==> config.mk <==
export PLATFORM = sky130hd
export DESIGN_NAME = intrseq_top
export DESIGN_NICKNAME = d
export VERILOG_FILES = /design/src/rtl/intrseq_pkg.sv /design/src/rtl/intrseq_datapath.sv /design/src/rtl/intrseq_ctrl.sv /design/src/rtl/intrseq_top.sv
export SDC_FILE = /design/constraint.sdc
export NUM_CORES = 1
export LEC_CHECK = 0
export BUFFER_PORTS_ARGS = -buffer_cell sky130_fd_sc_hd__buf_4
export CORE_MARGIN = 4
export CORE_UTILIZATION = 50
export DETAILED_ROUTE_END_ITERATION = 10
export PLACE_DENSITY = 0.75
export SLEW_MARGIN = 40
export SYNTH_ARGS = -nofsm -noshare
export SYNTH_HDL_FRONTEND = slang
export SYNTH_SLANG_ARGS = --single-unit
==> constraint.sdc <==
create_clock -name clk -period 4 [get_ports clk]
set_input_delay 0.2 -clock clk [delete_from_list [all_inputs] [get_ports clk]]
set_output_delay 0.2 -clock clk [all_outputs]
set_load 0.03 [all_outputs]
==> src/rtl/intrseq_pkg.sv <==
package intrseq_pkg;
  localparam int ADDR_W = 32;
  localparam int DATA_W = 32;
  localparam int SEL_W = 16;
  localparam int VEC_W = 8;
  localparam int PL_W = 2;
  // table geometry
  localparam int ENTRY_BYTES = 8;
  localparam int WORD_BYTES = 4;
  localparam int ENTRY_SHIFT = $clog2(ENTRY_BYTES);
  localparam int TSS_ESP_OFS = 4;
  localparam int TSS_SS_OFS = 8;
  localparam int TSS_STRIDE = 8;
  localparam int TSS_SHIFT = $clog2(TSS_STRIDE);
  // descriptor field positions
  localparam int OFS_HALF = 16;
  localparam int GATE_SEL_LSB = 16;
  localparam int DPL_LSB = 13;
  localparam int SEL_IDX_LSB = 3;
  // push list
  localparam int PUSH_MAX = 6;
  localparam int IDX_W = $clog2(PUSH_MAX);

  typedef logic [ADDR_W-1:0] addr_t;
  typedef logic [DATA_W-1:0] data_t;
  typedef logic [SEL_W-1:0] sel_t;
  typedef logic [PL_W-1:0] pl_t;
  typedef logic [VEC_W-1:0] vec_t;
  typedef logic [IDX_W-1:0] idx_t;

  localparam idx_t IDX_SS = idx_t'(0);
  localparam idx_t IDX_ESP = idx_t'(1);
  localparam idx_t IDX_EFLAGS = idx_t'(2);
  localparam idx_t IDX_CS = idx_t'(3);
  localparam idx_t IDX_EIP = idx_t'(4);
  localparam idx_t IDX_ERR = idx_t'(5);

  typedef enum logic [1:0] {
    KIND_EXT = 2'd0,
    KIND_SOFT = 2'd1,
    KIND_FAULT = 2'd2,
    KIND_TRAP = 2'd3
  } evtKind_e;

  typedef enum logic [2:0] {
    ADDR_GATE0,
    ADDR_GATE1,
    ADDR_SEG0,
    ADDR_SEG1,
    ADDR_TSSESP,
    ADDR_TSSSS,
    ADDR_PUSH
  } addrSel_e;

  typedef struct packed {
    logic latchEvt;
    logic ldGate0;
    logic ldGate1;
    logic ldSeg0;
    logic ldSeg1;
    logic ldTssEsp;
    logic ldTssSs;
    logic startPush;
    logic pushStep;
    logic setGp;
    addrSel_e addrSel;
  } seqStrobe_t;

  typedef struct packed {
    logic privFail;
    logic needSwitch;
    logic pushLast;
    logic gpSet;
  } seqStatus_t;
endpackage

==> src/rtl/intrseq_datapath.sv <==
module intrseq_datapath
  import intrseq_pkg::*;
(
  input  logic       clk,
  input  logic       rstN,
  input  seqStrobe_t stb,
  output seqStatus_t sts,
  input  vec_t       evtVector,
  input  logic [1:0] evtKind,
  input  logic       errValid,
  input  data_t      errCode,
  input  sel_t       curCs,
  input  data_t      curEip,
  input  data_t      faultEip,
  input  data_t      curEflags,
  input  sel_t       curSs,
  input  data_t      curEsp,
  input  addr_t      idtBase,
  input  addr_t      gdtBase,
  input  addr_t      tssBase,
  input  data_t      memRspRdata,
  output addr_t      memReqAddr,
  output data_t      memReqWdata,
  output sel_t       newCs,
  output data_t      newEip,
  output sel_t       newSs,
  output data_t      newEsp,
  output addr_t      codeBase
);
  // latched entry state
  vec_t vecR;
  logic [1:0] kindR;
  logic errValidR;
  data_t errCodeR;
  sel_t csR;
  data_t eipR;
  data_t retEipR;
  data_t eflagsR;
  sel_t ssR;
  data_t espR;
  addr_t idtR, gdtR, tssR;
  // fetched descriptor state
  logic [SEL_W-1:PL_W] selR;
  data_t offR;
  pl_t gateDplR;
  addr_t segBaseR;
  pl_t segDplR;
  data_t tssEspR;
  sel_t tssSsR;
  // push state
  data_t espWork;
  idx_t pushIdx;
  logic gpR;

  pl_t cpl;
  idx_t lastIdx;
  addr_t gateAddr, segAddr, tssSlot;

  always_ff @(posedge clk) begin
    if (!rstN) begin
      vecR <= '0; kindR <= '0; errValidR <= 1'b0; errCodeR <= '0;
      csR <= '0; eipR <= '0; retEipR <= '0; eflagsR <= '0;
      ssR <= '0; espR <= '0; idtR <= '0; gdtR <= '0; tssR <= '0;
      selR <= '0; offR <= '0; gateDplR <= '0; segBaseR <= '0; segDplR <= '0;
      tssEspR <= '0; tssSsR <= '0; espWork <= '0; pushIdx <= '0; gpR <= 1'b0;
    end else begin
      if (stb.latchEvt) begin
        vecR <= evtVector;
        kindR <= evtKind;
        errValidR <= errValid;
        errCodeR <= errCode;
        csR <= curCs;
        eipR <= curEip;
        retEipR <= (evtKind == KIND_FAULT) ? faultEip : curEip;
        eflagsR <= curEflags;
        ssR <= curSs;
        espR <= curEsp;
        idtR <= idtBase;
        gdtR <= gdtBase;
        tssR <= tssBase;
        gpR <= 1'b0;
      end
      if (stb.ldGate0) begin
        offR[OFS_HALF-1:0] <= memRspRdata[OFS_HALF-1:0];
        selR <= memRspRdata[GATE_SEL_LSB+PL_W +: SEL_W-PL_W];
      end
      if (stb.ldGate1) begin
        offR[DATA_W-1:OFS_HALF] <= memRspRdata[DATA_W-1:OFS_HALF];
        gateDplR <= memRspRdata[DPL_LSB +: PL_W];
      end
      if (stb.ldSeg0) segBaseR <= memRspRdata;
      if (stb.ldSeg1) segDplR <= memRspRdata[DPL_LSB +: PL_W];
      if (stb.startPush) begin
        pushIdx <= sts.needSwitch ? IDX_SS : IDX_EFLAGS;
        espWork <= espR;
      end
      if (stb.ldTssEsp) begin
        tssEspR <= memRspRdata;
        espWork <= memRspRdata;
      end
      if (stb.ldTssSs) tssSsR <= memRspRdata[SEL_W-1:0];
      if (stb.pushStep) begin
        espWork <= espWork - data_t'(WORD_BYTES);
        pushIdx <= pushIdx + idx_t'(1);
      end
      if (stb.setGp) gpR <= 1'b1;
    end
  end

  // privilege decisions
  assign cpl = csR[PL_W-1:0];
  assign lastIdx = errValidR ? IDX_ERR : IDX_EIP;
  assign sts.privFail = (cpl < segDplR) || ((kindR == KIND_SOFT) && (gateDplR < cpl));
  assign sts.needSwitch = (cpl != segDplR);
  assign sts.pushLast = (pushIdx == lastIdx);
  assign sts.gpSet = gpR;

  // address generation
  assign gateAddr = idtR + (addr_t'(vecR) << ENTRY_SHIFT);
  assign segAddr = gdtR + (addr_t'(selR[SEL_W-1:SEL_IDX_LSB]) << ENTRY_SHIFT);
  assign tssSlot = tssR + (addr_t'(segDplR) << TSS_SHIFT);

  always_comb begin
    unique case (stb.addrSel)
      ADDR_GATE0: memReqAddr = gateAddr;
      ADDR_GATE1: memReqAddr = gateAddr + addr_t'(WORD_BYTES);
      ADDR_SEG0: memReqAddr = segAddr;
      ADDR_SEG1: memReqAddr = segAddr + addr_t'(WORD_BYTES);
      ADDR_TSSESP: memReqAddr = tssSlot + addr_t'(TSS_ESP_OFS);
      ADDR_TSSSS: memReqAddr = tssSlot + addr_t'(TSS_SS_OFS);
      ADDR_PUSH: memReqAddr = espWork - addr_t'(WORD_BYTES);
      default: memReqAddr = gateAddr;
    endcase
  end

  // push data by list position
  always_comb begin
    unique case (pushIdx)
      IDX_SS: memReqWdata = data_t'(ssR);
      IDX_ESP: memReqWdata = espR;
      IDX_EFLAGS: memReqWdata = eflagsR;
      IDX_CS: memReqWdata = data_t'(csR);
      IDX_EIP: memReqWdata = retEipR;
      default: memReqWdata = errCodeR;
    endcase
  end

  // results
  assign newCs = gpR ? csR : {selR, segDplR};
  assign newEip = gpR ? eipR : offR;
  assign newSs = (!gpR && sts.needSwitch) ? tssSsR : ssR;
  assign newEsp = gpR ? espR : espWork;
  assign codeBase = segBaseR;
endmodule

==> src/rtl/intrseq_ctrl.sv <==
module intrseq_ctrl
  import intrseq_pkg::*;
(
  input  logic       clk,
  input  logic       rstN,
  input  logic       evtValid,
  input  logic       memReqReady,
  input  logic       memRspValid,
  input  seqStatus_t sts,
  output seqStrobe_t stb,
  output logic       memReqValid,
  output logic       memReqWrite,
  output logic       busy,
  output logic       done,
  output logic       gpFault
);
  typedef enum logic [3:0] {
    ST_IDLE, ST_GATE0, ST_GATE1, ST_SEG0, ST_SEG1,
    ST_CHECK, ST_TSSESP, ST_TSSSS, ST_PUSH, ST_DONE
  } state_e;

  state_e state, nextState;
  logic waitRsp, nextWait;
  logic isRead, rdDone;

  always_ff @(posedge clk) begin
    if (!rstN) begin
      state <= ST_IDLE;
      waitRsp <= 1'b0;
    end else begin
      state <= nextState;
      waitRsp <= nextWait;
    end
  end

  assign isRead = (state == ST_GATE0) || (state == ST_GATE1) || (state == ST_SEG0) ||
                  (state == ST_SEG1) || (state == ST_TSSESP) || (state == ST_TSSSS);
  assign rdDone = isRead && waitRsp && memRspValid;

  always_comb begin
    stb = '0;
    stb.addrSel = ADDR_GATE0;
    memReqValid = 1'b0;
    memReqWrite = 1'b0;
    nextState = state;
    nextWait = waitRsp;
    // shared read handshake: issue, then wait for the single response
    if (isRead) begin
      if (!waitRsp) begin
        memReqValid = 1'b1;
        if (memReqReady) nextWait = 1'b1;
      end else if (memRspValid) begin
        nextWait = 1'b0;
      end
    end
    unique case (state)
      ST_IDLE: begin
        if (evtValid) begin
          stb.latchEvt = 1'b1;
          nextState = ST_GATE0;
        end
      end
      ST_GATE0: begin
        stb.addrSel = ADDR_GATE0;
        stb.ldGate0 = rdDone;
        if (rdDone) nextState = ST_GATE1;
      end
      ST_GATE1: begin
        stb.addrSel = ADDR_GATE1;
        stb.ldGate1 = rdDone;
        if (rdDone) nextState = ST_SEG0;
      end
      ST_SEG0: begin
        stb.addrSel = ADDR_SEG0;
        stb.ldSeg0 = rdDone;
        if (rdDone) nextState = ST_SEG1;
      end
      ST_SEG1: begin
        stb.addrSel = ADDR_SEG1;
        stb.ldSeg1 = rdDone;
        if (rdDone) nextState = ST_CHECK;
      end
      ST_CHECK: begin
        if (sts.privFail) begin
          stb.setGp = 1'b1;
          nextState = ST_DONE;
        end else begin
          stb.startPush = 1'b1;
          nextState = sts.needSwitch ? ST_TSSESP : ST_PUSH;
        end
      end
      ST_TSSESP: begin
        stb.addrSel = ADDR_TSSESP;
        stb.ldTssEsp = rdDone;
        if (rdDone) nextState = ST_TSSSS;
      end
      ST_TSSSS: begin
        stb.addrSel = ADDR_TSSSS;
        stb.ldTssSs = rdDone;
        if (rdDone) nextState = ST_PUSH;
      end
      ST_PUSH: begin
        stb.addrSel = ADDR_PUSH;
        memReqValid = 1'b1;
        memReqWrite = 1'b1;
        if (memReqReady) begin
          stb.pushStep = 1'b1;
          if (sts.pushLast) nextState = ST_DONE;
        end
      end
      ST_DONE: nextState = ST_IDLE;
      default: nextState = ST_IDLE;
    endcase
  end

  assign busy = (state != ST_IDLE);
  assign done = (state == ST_DONE);
  assign gpFault = done && sts.gpSet;
endmodule

==> src/rtl/intrseq_top.sv <==
module intrseq_top
  import intrseq_pkg::*;
(
  input  logic        clk,
  input  logic        rstN,
  input  logic        evtValid,
  input  logic [7:0]  evtVector,
  input  logic [1:0]  evtKind,
  input  logic        errValid,
  input  logic [31:0] errCode,
  input  logic [15:0] curCs,
  input  logic [31:0] curEip,
  input  logic [31:0] faultEip,
  input  logic [31:0] curEflags,
  input  logic [15:0] curSs,
  input  logic [31:0] curEsp,
  input  logic [31:0] idtBase,
  input  logic [31:0] gdtBase,
  input  logic [31:0] tssBase,
  output logic        memReqValid,
  input  logic        memReqReady,
  output logic        memReqWrite,
  output logic [31:0] memReqAddr,
  output logic [31:0] memReqWdata,
  input  logic        memRspValid,
  input  logic [31:0] memRspRdata,
  output logic        holdIssue,
  output logic        busy,
  output logic        done,
  output logic        gpFault,
  output logic [15:0] newCs,
  output logic [31:0] newEip,
  output logic [15:0] newSs,
  output logic [31:0] newEsp,
  output logic [31:0] codeBase
);
  seqStrobe_t stb;
  seqStatus_t sts;

  intrseq_ctrl u_ctrl (
    .clk(clk), .rstN(rstN), .evtValid(evtValid),
    .memReqReady(memReqReady), .memRspValid(memRspValid),
    .sts(sts), .stb(stb), .memReqValid(memReqValid), .memReqWrite(memReqWrite),
    .busy(busy), .done(done), .gpFault(gpFault)
  );

  intrseq_datapath u_dp (
    .clk(clk), .rstN(rstN), .stb(stb), .sts(sts),
    .evtVector(evtVector), .evtKind(evtKind), .errValid(errValid), .errCode(errCode),
    .curCs(curCs), .curEip(curEip), .faultEip(faultEip), .curEflags(curEflags),
    .curSs(curSs), .curEsp(curEsp), .idtBase(idtBase), .gdtBase(gdtBase),
    .tssBase(tssBase), .memRspRdata(memRspRdata),
    .memReqAddr(memReqAddr), .memReqWdata(memReqWdata),
    .newCs(newCs), .newEip(newEip), .newSs(newSs), .newEsp(newEsp), .codeBase(codeBase)
  );

  // the next instruction may not issue while an event waits or is entered
  assign holdIssue = evtValid | busy;
endmodule

==> Word level (Yosys, flattened, before mapping) <==
Index checks and enable logic that the tools add are counted.
{ "op_classes": {"add_sub_neg": 9, "n_reduce_logical": 19, "eq_ne": 32, "order_cmp": 2, "muxes": 49, "bitwise": 1} }
{ "ops": {"columns": ["op", "count"], "rows": [
  ["32-bit two-way mux", 6],
  ["32-bit case mux with 6 select lines", 1],
  ["32-bit case mux with 5 select lines", 1],
  ["32-bit by 3-bit adder with 32-bit output, second input constant", 3],
  ["4-bit two-way mux", 11],
  ["4-bit case mux with 9 select lines", 1],
  ["32-bit by 11-bit adder with 32-bit output", 1],
  ["32-bit by 16-bit adder with 32-bit output", 1],
  ["32-bit by 4-bit adder with 32-bit output, second input constant", 1],
  ["32-bit by 5-bit adder with 32-bit output", 1],
  ["16-bit two-way mux", 2],
  ["32-bit by 3-bit subtractor with 32-bit output, second input constant", 1],
  ["1-bit two-way mux", 23],
  ["3-bit case mux with 6 select lines", 1],
  ["4-bit by 3-bit equality test with 1-bit output, second input constant", 4],
  ["3-bit by 2-bit equality test with 1-bit output, second input constant", 4],
  ["3-bit equality test, second input constant", 4],
  ["2-bit by 1-bit != test with 1-bit output, second input constant", 6],
  ["9-bit AND reduction", 1],
  ["4-bit by 2-bit equality test with 1-bit output, second input constant", 2],
  ["4-bit equality test, second input constant", 2],
  ["3-bit by 1-bit equality test with 1-bit output, second input constant", 2],
  ["1-bit logical OR", 6],
  ["3-bit two-way mux", 2],
  ["other kinds (17)", 25]
]} }
{ "word_totals": {"output_inout_bits": 198, "register_bits": 438} }

==> Logic depth before layout (Yosys ltp) <==
{ "logic_depth": {"word_depth": 11, "depth_mapped": 14, "ltp_nobuf": 13} }

==> Modules after synthesis <==
From an unflattened synthesis, not the netlist that was laid out.
{ "unflattened": {"cells_unflattened": 2956, "area_unflattened_um2": 26521.7} }
{ "by_module_without_submodules": {"columns": ["mod", "area_per_inst_um2", "cells_each", "instances"], "rows": [
  ["intrseq_datapath", 25982.4, 2883, 1],
  ["intrseq_ctrl", 533.0, 72, 1],
  ["intrseq_top", 6.3, 1, 1]
]} }

==> Least setup slack after synthesis <==
No wires, ideal clock.
{ "synth_timing": {"path_kind": "reg2out", "from": "register u_dp.segDplR[0]", "to": "output memReqAddr[30]", "path_stages_with_launch": 14, "setup_slack_ns": -0.523, "arrival_ns": 4.323, "required_time_ns": 3.800, "cell_sequence": "dfxtp_1 ha_1 inv_1 fa_1 nand3b_2 nor4_4 nand3_1 xnor2_1 a222oi_1 nand3_1 or4_1 buf_2 o31a_1 o31ai_1"} }
{ "synth_via": {"elab_chain_cells": 3, "elab_cells_between_ends": 4} }
{ "synth_rtl": {"columns": ["element", "line", "source"], "rows": [
  ["start, declared", "intrseq_datapath.sv:47", "pl_t segDplR;"],
  ["start signal, assigned", "intrseq_datapath.sv:92", "if (stb.ldSeg1) segDplR <= memRspRdata[DPL_LSB +: PL_W];"],
  ["32-bit by 5-bit adder with 32-bit output *", "intrseq_datapath.sv:121", "assign tssSlot = tssR + (addr_t'(segDplR) << TSS_SHIFT);"],
  ["32-bit by 4-bit adder with 32-bit output / 32-bit by 3-bit adder with 32-bit output (equally long branches)", "intrseq_datapath.sv:130, intrseq_datapath.sv:129", null],
  ["32-bit case mux with 6 select lines *", "intrseq_datapath.sv:124", "unique case (stb.addrSel)"],
  ["end, declared", "intrseq_top.sv:23", "output logic [31:0] memReqAddr,"]
]} }
Every way passes the cells marked *; elsewhere a longest branch is shown, timed or not.

==> Worst setup path in the final report <==
{ "layout_timing": {"from": "register u_dp.selR[3] in the netlist's numbering", "to": "output memReqAddr[30]"} }
{ "layout_via": {"elab_chain_cells": 3} }
{ "layout_rtl": {"columns": ["element", "line", "source"], "rows": [
  ["start, declared", "intrseq_datapath.sv:43", "logic [SEL_W-1:PL_W] selR;"],
  ["start signal, assigned", "intrseq_datapath.sv:85", "selR <= memRspRdata[GATE_SEL_LSB+PL_W +: SEL_W-PL_W];"],
  ["32-bit by 16-bit adder with 32-bit output *", "intrseq_datapath.sv:120", "assign segAddr = gdtR + (addr_t'(selR[SEL_W-1:SEL_IDX_LSB]) << ENTRY_SHIFT);"],
  ["32-bit by 3-bit adder with 32-bit output", "intrseq_datapath.sv:128", "ADDR_SEG1: memReqAddr = segAddr + addr_t'(WORD_BYTES);"],
  ["32-bit case mux with 6 select lines *", "intrseq_datapath.sv:124", null]
]} }
Marks and branches as above.

==> flow_summary.toml <==
[synth]
synth_cells = 3366
synthArstFlopShare_pct = 0
ys_dominant_reg_cell = "dfxtp_1"
synth_seq_cells = 438
syn-cell-area_um2 = 25300
ys_seq_area_share_pct = 34.7
synth_top_area_share_pct = 34.7
ys_types = 88
synth_top_area_cell = "dfxtp_1"
ys_warn_count = 0
ys_top_cells_by_area = "dfxtp_1 (35%), nand2_1 (14%), a21boi_0 (7.5%)"
synth-edff-count = 0
syn_area_per_cell_um2 = 7.51
synth_nets = 3739

[worst_setup_path]
crit_arrival_ps = 4350
r2r_cells = 9
crit_type = "reg2out"
setup.worst_path.end_class = "output pin"
r2r_slack_ps = 630
critPathLaunch = "u_dp.selR[3]"
critPathRequiredTime_ps = 3800
start_kind = "flop"
rr_startpoint = "u_dp.csR[1]"
cp_max_fo = 4
reg2reg_to = "u_dp.espWork[25]"

[die]
core_area_um2 = 50100
die_w_um = 233
start_util_pct = 50.5
num_io_pins = 534
die_h_um = 233
rows = 82
die_area_um2 = 54200

[placement]
dp_slack_ps = -113
gp_congestion = 1.06
dpl.hpwl_um = 84100
io_buffers = 533

[sta]
min_period_ps = 4550
maxSlewHeadroom_pct = 42.2
worstMarginPinSlew_ps = 862
hold_viol_final = 1
rsz0062_at_grt = "true"
setup_viol = 21
finalMaxSlewViolations = 0
fin_ws_ps = -549
fmax_mhz = 220
hold_slack_ps = -20.4
min_period_over_period_pct = 114
fin_worst_skew_ps = 31.0

[pwr]
power_mw = 18.3
p_per_area_nw_per_um2 = 493
cellLeakagePower_nw = 14.8
peakVddDrop_v = 0.000468

[outcome]
status = "complete, but fails checks"
violations = "hold timing, setup timing"

[finish]
fillerInstances = 3698
layout-drive-gt1-share_pct = 26.4
nets = 4630
final_common_cell = "nand2_1"
final_cell_mix = "nand2_1 (940), buf_4 (729), dfxtp_1 (429)"
syn_to_final_growth_pct = 46.7

[route]
firstDrtPassIters = 6
drt_wl_total_um = 119000
detail-route-antenna-nets = 0
vias = 30000
route.detailed.drc = 0
dr.first_iter.drc_count = 3468
routedWlPerCell_um = 23.9
viasPerCell = 6.04

[global_routing]
grt_overflow = 0
grt_pass1_vias = 29000
grt_max_degree = 192
grt_usage_pct = 41.5
antenna_found_initial = 7
grt_pass1_wl_um = 174000

[flow_run]
max_cap_viol_count = 0

[clock_network]
cts_made_buffers = 47
cts_max_path_buffers = 3
cts_tree = "built"
path_clk_slew_ps = 60
clock-root-buffer = "clkbuf_16"
htreeDepth = 2
clk_latency_ps = 620
cts_sinks = 438

[min_path]
min_path_type = "in2reg"
hold_path_startpoint = "faultEip[12]"
hold_depth = 3
holdPathEnd = "u_dp.retEipR[12]"
-- how the worst max path moves through the flow --
| stage | slack, ps | depth (start not counted) | to |
|---|---|---|---|
| global route | -680 | 18 | memReqAddr[30] |
| global placement | -20 | 13 | memReqAddr[31] |
| CTS | -510 | 18 | memReqAddr[24] |
| detailed placement | -110 | 15 | memReqAddr[28] |
| floorplan | -50 | 13 | memReqAddr[30] |
| finish | -550 | 18 | memReqAddr[30] |
-- synthesized netlist by cell type (20+ instances only) --
library cell,n
mux2i_1,42
ha_1,34
clkbuf_1,226
o21ai_0,98
a21oi_1,240
a21boi_0,251
o21a_1,21
mux2_2,92
nand2_1,944
a211oi_1,48
inv_1,47
nand3_1,72
nor4_1,20
xnor2_1,86
buf_2,21
xor2_1,45
a22oi_1,46
nor3_1,38
and3_1,26
nor2_1,158
nand4_1,28
a31oi_1,26
dfxtp_1,438
o211ai_1,33
-- area by class of cell --
type | count | area [µm²] | area share, %
Inverter | 47 | 181 | 0.489
Multi-Input combinational cell | 2624 | 16400 | 44.1
Clock inverter | 8 | 104 | 0.280
Antenna cell | 6 | 15.0 | 0.0405
Clock buffer | 74 | 1420 | 3.83
Sequential cell | 438 | 8780 | 23.7
Timing Repair Buffer | 1099 | 9370 | 25.3
Tap cell | 672 | 841 | 2.27
-- per-layer routing --
layer | wire length, µm | global-route usage [%] | share of wire [%] | vias to the layer above
li1 | - | - | - | 13500
met4 | 10200 | 28.0 | 8.6 | 2
met1 | 43400 | 49.6 | 36 | 14100
met5 | 13 | 0 | 0.011 | -
met2 | 53100 | 65.8 | 45 | 1884
met3 | 12200 | 10.3 | 10 | 484
-- kinds of logic after synthesis --
| family | after synthesis | share of synthesized area, % |
|---|---|---|
| flip-flops | 438 | 34.7 |
| AND/OR/NAND/NOR | 1406 | 23.9 |
| buffers and inverters | 304 | 4.63 |
| XOR/XNOR | 131 | 4.54 |
| AO/OA/AOI/OAI | 916 | 24.5 |
| adder cells (fa/ha/maj) | 37 | 1.92 |
| multiplexers | 134 | 5.76 |
-- flip-flops by register name, indices dropped and copies added (netlist names), 32 cells and up --
signal	flops
u_dp.codeBase	32
u_dp.eflagsR	32
u_dp.eipR	32
u_dp.errCodeR	32
u_dp.espR	32
u_dp.espWork	32
u_dp.gdtR	32
u_dp.idtR	32
u_dp.offR	32
u_dp.retEipR	32
u_dp.tssR	32
-- worst max-delay path: stages, from the launching register on --
cell	delay, ps
dfxtp_2	370
ha_4	140
inv_2	30
fa_2	360
nor2b_4	140
o31a_4	160
buf_12	110
o21ai_4	60
buf_6	130
a2111o_1	380
a31oi_2	170
o211ai_1	200
nor3_2	250
buf_4	160
nand4_1	160
buf_4	220
o31a_1	300
o31ai_4	220
buf_6	160
-- per-stage QoR --
stage | std cells | TNS, ps | cell area (µm²) | util, %
final | 4968 | -6980 | 37100 | 74.1
after CTS | 4945 | -6580 | 36500 | 72.8
after detailed placement | 4508 | -323 | 30800 | 61.6
after global routing | 4968 | -9580 | 37100 | 74.1
after floorplan | 3366 | -91.1 | 25300 | -
after global placement | 4504 | -49.4 | 30800 | 61.4
-- power by group --
| group | total [mW] | switching, mW | leakage, nW | internal [mW] |
|---|---|---|---|---|
| Combinational | 8.19 | 5.11 | 10.5 | 3.07 |
| Clock | 4.39 | 1.89 | 0.743 | 2.50 |
| Sequential | 5.71 | 0.672 | 3.58 | 5.04 |
-- what timing repair did --
| action | in CTS | in global routing |
|---|---|---|
| resized for setup | 143 | 84 |
| endpoints found under the hold margin | 385 | 0 |
| endpoints found under the setup margin | 23 | 26 |
| hold buffers | 319 | 0 |
| pin swaps | 59 | 58 |
| setup buffers | 36 | 19 |
Power figures use the tool's default switching activity.
